[src/rtl/usb_port_owner_router.sv]
module usb_port_owner_router #(
  parameter int NUM_PORTS = 10,
  parameter int PAIR      = 2,
  parameter int HS0_PORTS = 6,
  parameter int TXW       = 2,
  parameter int RXW       = 2
) (
  input  logic                     clk,
  input  logic                     rst_n,
  input  logic                     cfg_flag,
  input  logic [NUM_PORTS-1:0]     phy_conn,
  input  logic [NUM_PORTS-1:0]     dev_hs_cap,
  input  logic [NUM_PORTS*RXW-1:0] phy_rx,
  input  logic [NUM_PORTS-1:0]     own_wr_en,
  input  logic [NUM_PORTS-1:0]     own_wr_val,
  input  logic [NUM_PORTS*TXW-1:0] hs_tx,
  input  logic [NUM_PORTS-1:0]     hs_tx_en,
  input  logic [NUM_PORTS*TXW-1:0] cmp_tx,
  input  logic [NUM_PORTS-1:0]     cmp_tx_en,
  output logic [NUM_PORTS*TXW-1:0] port_tx,
  output logic [NUM_PORTS-1:0]     port_tx_en,
  output logic [NUM_PORTS-1:0]     port_owned_cmp,
  output logic [NUM_PORTS-1:0]     hs_conn_view,
  output logic [NUM_PORTS*RXW-1:0] hs_rx,
  output logic [NUM_PORTS-1:0]     hs_csc,
  output logic [1:0]               hs_chg,
  output logic [NUM_PORTS-1:0]     cmp_conn_view,
  output logic [NUM_PORTS*RXW-1:0] cmp_rx,
  output logic [NUM_PORTS-1:0]     cmp_csc,
  output logic [NUM_PORTS/PAIR-1:0] cmp_chg
);
  localparam int NUM_COMP = NUM_PORTS / PAIR;

  logic [NUM_PORTS-1:0] own_q, own_d, conn_q, hs_view_q, cmp_view_q;
  logic                 cfg_q, cfg_rise;

  assign cfg_rise = cfg_flag & ~cfg_q;

  always_comb begin
    for (int p = 0; p < NUM_PORTS; p++) begin
      if (!cfg_flag)                        own_d[p] = 1'b1;
      else if (phy_conn[p] && !dev_hs_cap[p]) own_d[p] = 1'b1;
      else if (cfg_rise)                    own_d[p] = 1'b0;
      else if (conn_q[p] && !phy_conn[p])   own_d[p] = 1'b0;
      else if (own_wr_en[p])                own_d[p] = own_wr_val[p];
      else                                  own_d[p] = own_q[p];
    end
  end

  always_ff @(posedge clk or negedge rst_n) begin
    if (!rst_n) begin
      own_q      <= '1;
      conn_q     <= '0;
      cfg_q      <= 1'b0;
      hs_view_q  <= '0;
      cmp_view_q <= '0;
    end else begin
      own_q      <= own_d;
      conn_q     <= phy_conn;
      cfg_q      <= cfg_flag;
      hs_view_q  <= hs_conn_view;
      cmp_view_q <= cmp_conn_view;
    end
  end

  assign port_owned_cmp = own_q;
  assign hs_conn_view   = phy_conn & ~own_q;
  assign cmp_conn_view  = phy_conn & own_q;
  assign hs_csc         = hs_conn_view ^ hs_view_q;
  assign cmp_csc        = cmp_conn_view ^ cmp_view_q;
  assign port_tx_en     = (cmp_tx_en & own_q) | (hs_tx_en & ~own_q);

  for (genvar p = 0; p < NUM_PORTS; p++) begin : g_port
    assign port_tx[p*TXW +: TXW] = own_q[p] ? cmp_tx[p*TXW +: TXW] : hs_tx[p*TXW +: TXW];
    assign hs_rx[p*RXW +: RXW]   = own_q[p] ? '0 : phy_rx[p*RXW +: RXW];
    assign cmp_rx[p*RXW +: RXW]  = own_q[p] ? phy_rx[p*RXW +: RXW] : '0;

    AST_DETACH_RETURNS: assert property (@(posedge clk) disable iff (!rst_n)
      (cfg_flag && $fell(phy_conn[p])) |=> (port_owned_cmp[p] == 1'b0));
    AST_TX_FROM_HS: assert property (@(posedge clk) disable iff (!rst_n)
      hs_conn_view[p] |-> (port_tx_en[p] == hs_tx_en[p]));
  end

  for (genvar c = 0; c < NUM_COMP; c++) begin : g_comp
    assign cmp_chg[c] = |cmp_csc[c*PAIR +: PAIR];
  end

  assign hs_chg[0] = |hs_csc[HS0_PORTS-1:0];
  assign hs_chg[1] = |hs_csc[NUM_PORTS-1:HS0_PORTS];

  AST_UNCFG_ALL_CMP: assert property (@(posedge clk) disable iff (!rst_n)
    !cfg_flag |=> (hs_conn_view == '0));
  AST_FS_TO_CMP: assert property (@(posedge clk) disable iff (!rst_n)
    cfg_flag |=> (($past(phy_conn & ~dev_hs_cap) & phy_conn & ~cmp_conn_view) == '0));
  AST_RISE_CLAIMS: assert property (@(posedge clk) disable iff (!rst_n)
    ($rose(cfg_flag) && ((phy_conn & ~dev_hs_cap) == '0)) |=> (cmp_conn_view == '0));
endmodule

[config.mk]
export PLATFORM = sky130hd
export DESIGN_NAME = usb_port_owner_router
export DESIGN_NICKNAME = d
export VERILOG_FILES = /design/src/rtl/usb_port_owner_router.sv
export SDC_FILE = /design/constraint.sdc
export NUM_CORES = 1
export LEC_CHECK = 0
export CORE_AREA = 2 2 96 98
export DETAILED_ROUTE_END_ITERATION = 10
export DIE_AREA = 0 0 98 100
export PLACE_DENSITY = 0.86
export SLEW_MARGIN = 5
export SYNTH_ARGS = -nofsm -noshare
export SYNTH_HDL_FRONTEND = slang
export SYNTH_SLANG_ARGS = --single-unit
[constraint.sdc]
create_clock -name clk -period 4 [get_ports clk]
set_input_delay 0.4 -clock clk [delete_from_list [all_inputs] [get_ports clk]]
set_output_delay 0.4 -clock clk [all_outputs]
set_load 0.05 [all_outputs]
==> reports/results.tsv <==
stage	metric	value	unit
cells_and_area	Filler Cells Inserted	750	
sta	final worst-path cycle share	72.53	%
logic_synthesis	EDFF count, synth	0	
logic_synthesis	area leader, netlist	dfrtp_1	
worst_setup_path	Critical Path Start Type	input pin	
cells_and_area	commonest non-fill, non-tap cell in the layout	clkdlybuf4s50_1	
worst_setup_path	WP data arrival	2.50	ns
outcome	status	complete, no violations	
logic_synthesis	flops & latches, synth	41	
sta	endpoints failing setup	0	
die	Die ar.	0.009800	mm2
pwr	Pleak	0.002101	uW
die	core region area	0.008890	mm2
cells_and_area	fraction of layout cells with a size suffix above 1	14.92	%
cts	post-CTS setup buffers	0	
logic_synthesis	post-synth cell types	26	
worst_setup_path	critical path endpoint category	output pin	
cts	CTS root buf	clkbuf_8	
logic_synthesis	Seq/Total Area, Yosys	42.72	%
global_route	Remaining Overflow, GRT	0	
die	Top Ports	250	
global_route	vias in the first global route	2806	
logic_synthesis	cells after synthesis	232	
worst_setup_path	CP Data Required Time	3.60	ns
detailed_routing	WL/cell	15.17	um
global_route	initial antenna violation count	0	
place	DP Wirelength	7288	um
die	Die W	98	um
sta	clk_skew	0.007363	ns
pwr	Reg power frac	28.3	%
detailed_routing	first drt pass iteration count	2	
sta	Setup TNS	0	ns
cells_and_area	Design Area, Final	0.005087	mm2
logic_synthesis	Yosys top cell area share	31.91	%
sta	Max Slew Vio Count	0	
die	Initial Utilization	27.35	%
die	row count	35	
global_route	global-route wire length before repair	13680	um
sta	RSZ-0062 raised after global routing	false	
cts	H-tree levels	2	
cts	Clk Latency, worst-skew pair	0.28	ns
cells_and_area	nets	599	
cts	CTS tree	yes	
cells_and_area	area grow syn2layout	109.3	%
logic_synthesis	prevailing post-synth register cell	dfrtp_1	
cts	hold buffers post-CTS	0	
logic_synthesis	syn_nets	355	
sta	Rel. slew slack	37.58	%
detailed_routing	Post-DRT Antenna Nets	0	
min_path	HP Class	in -> async	
global_route	largest net degree at the start of global routing	42	
sta	Worst Max-Slew Pin Slew	0.9363	ns
cts	clk buf depth	2	
pwr	maximum vdd drop	0.2542	mV
logic_synthesis	Synth Cell Area	0.002431	mm2
pwr	combinational share of power	53.0	%
die	Chip Height	100	um
detailed_routing	Initial DRC Count	38	
pwr	pwr dens	334.2	mW/mm2
worst_setup_path	Crit Path Category	in -> out	
place	placed cell area	0.004984	mm2
place	# port buffers	249	
cts	clk sinks	41	
pwr	clock power share	18.7	%
logic_synthesis	mean post-synth cell area	10.48	um2
sta	Period minus WS final	2.901	ns
pwr	sw frac	41.63	%
detailed_routing	Via-to-Cell Ratio	4.445	
place	RePlAce Congestion	0.7303	
run	maxcap violations	0	
cts	Post-CTS Resized	0	
pwr	P_int	992.5	uW
detailed_routing	vias	2609	
logic_synthesis	Synth Warn #	0	
logic_synthesis	largest cells by area after synthesis	dfrtp_1 32%, mux2_2 19%, dfstp_2 11%	
pwr	Psw	707.8	uW
global_route	gr usage total	17.32	%
worst_setup_path	CP max FO	4	
detailed_routing	final WL	8903	um
logic_synthesis	FFs w/ async S/R, synth	100.0	%
pwr	total power	1700	uW
cts	Num CTS Buffers	5	
cells_and_area	ant diodes	0	
cells_and_area	most frequent cells in the layout	248 x clkdlybuf4s50_1, 40 x mux2_2, 31 x dfrtp_1, 27 x nor2b_1, 19 x inv_1	
detailed_routing	DRC viols	0	
sta	final hold vios	0	
sta	fmax	344.7	MHz
cts	clock transition at the registers of the reported paths	0.08	ns
## cell families after synthesis
| kind of cell | Yosys count | synth area share [%] |
|---|---|---|
| muxes | 40 | 18.53 |
| DFF | 41 | 42.72 |
| AOI/OAI and AO/OA | 29 | 7.359 |
| xor gates and xnor gates | 20 | 7.514 |
| buffers and inverters | 31 | 5.970 |
| and+or+nand+nor | 71 | 17.91 |
## power groups by stage
| stage | Combinational (uW) | Sequential (uW) | Clock (uW) |
|---|---|---|---|
| finish | 900 | 482 | 318 |
| CTS | 907 | 483 | 334 |
| detailed placement | 903 | 490 | 0 |
| global route | 937 | 487 | 348 |
| floorplan | 533 | 493 | 0 |
| global placement | 894 | 488 | 0 |
## registers in the layout, indices dropped and copies added (netlist names)
register / flops
cfg_q: 1
hs_view_q: 10
conn_q: 10
port_owned_cmp: 10
cmp_view_q: 10
## cells in the mapped netlist, types with 2 or more instances
| cell type | number |
|---|---|
| o21ai_0 | 10 |
| dfstp_2 | 10 |
| and2b_2 | 2 |
| nand2_1 | 11 |
| and2_1 | 18 |
| dfrtp_1 | 31 |
| a21boi_0 | 9 |
| nor2b_1 | 27 |
| buf_6 | 2 |
| xor2_1 | 9 |
| mux2_2 | 40 |
| nor2b_2 | 2 |
| buf_2 | 8 |
| inv_1 | 19 |
| and2_2 | 2 |
| or2_2 | 5 |
| a31oi_1 | 9 |
| xnor2_1 | 10 |
## final cells by class
| type | instances | area (um2) | area share [%] |
|---|---|---|---|
| multi-input cells | 160 | 1247 | 24.52 |
| repair buffers | 249 | 2487 | 48.89 |
| clock inverters | 2 | 35.03 | 0.6886 |
| well taps | 111 | 138.9 | 2.730 |
| inverters | 19 | 71.32 | 1.402 |
| clock buffers | 5 | 68.82 | 1.353 |
| flip-flops and latches | 41 | 1039 | 20.41 |
## critical path, stage by stage
cell,delay [ns]
clkdlybuf4s50_1,0.52
nor2b_1,0.29
xor2_1,0.13
nor4_1,0.35
nand2_1,0.10
clkdlybuf4s50_1,0.71
## stage by stage
stage / std cells / hold slack [ns] / setup slack [ns] / utilization, %
6_report: 587 / 0.2403 / 1.099 / 57.23
5_1_grt: 587 / 0.3327 / 0.9733 / 57.23
4_1_cts: 587 / 0.2826 / 1.095 / 57.23
3_5_place_dp: 580 / 0.5206 / 1.096 / 56.06
3_3_place_gp: 580 / 0.4955 / 1.134 / 56.06
2_1_floorplan: 232 / 0.1044 / 0.7699 / -
## layer usage
layer | GRT usage, % | routed length, um | part of all wire (%)
met1 | 18.47 | 3353 | 38
met2 | 33.46 | 4745 | 53
met4 | 3.846 | 51 | 0.57
met3 | 5.292 | 752 | 8.4
met5 | 0 | 0 | 0
## worst paths after layout
check                                  from                 to  slack (ns)  depth (start not counted)
worst max register to register        cfg_q  port_owned_cmp[6]        2.72                          2
min in group clk                  conn_q[9]  port_owned_cmp[9]        0.52                          2
worst min register to register    conn_q[9]  port_owned_cmp[9]        0.52                          2
max in group asynchronous             rst_n      cmp_view_q[5]        3.15                          1
worst min-delay path                  rst_n          conn_q[9]        0.24                          1
worst max-delay path            phy_conn[3]          hs_chg[0]        1.10                          6
(Power assumes the default switching activity.)
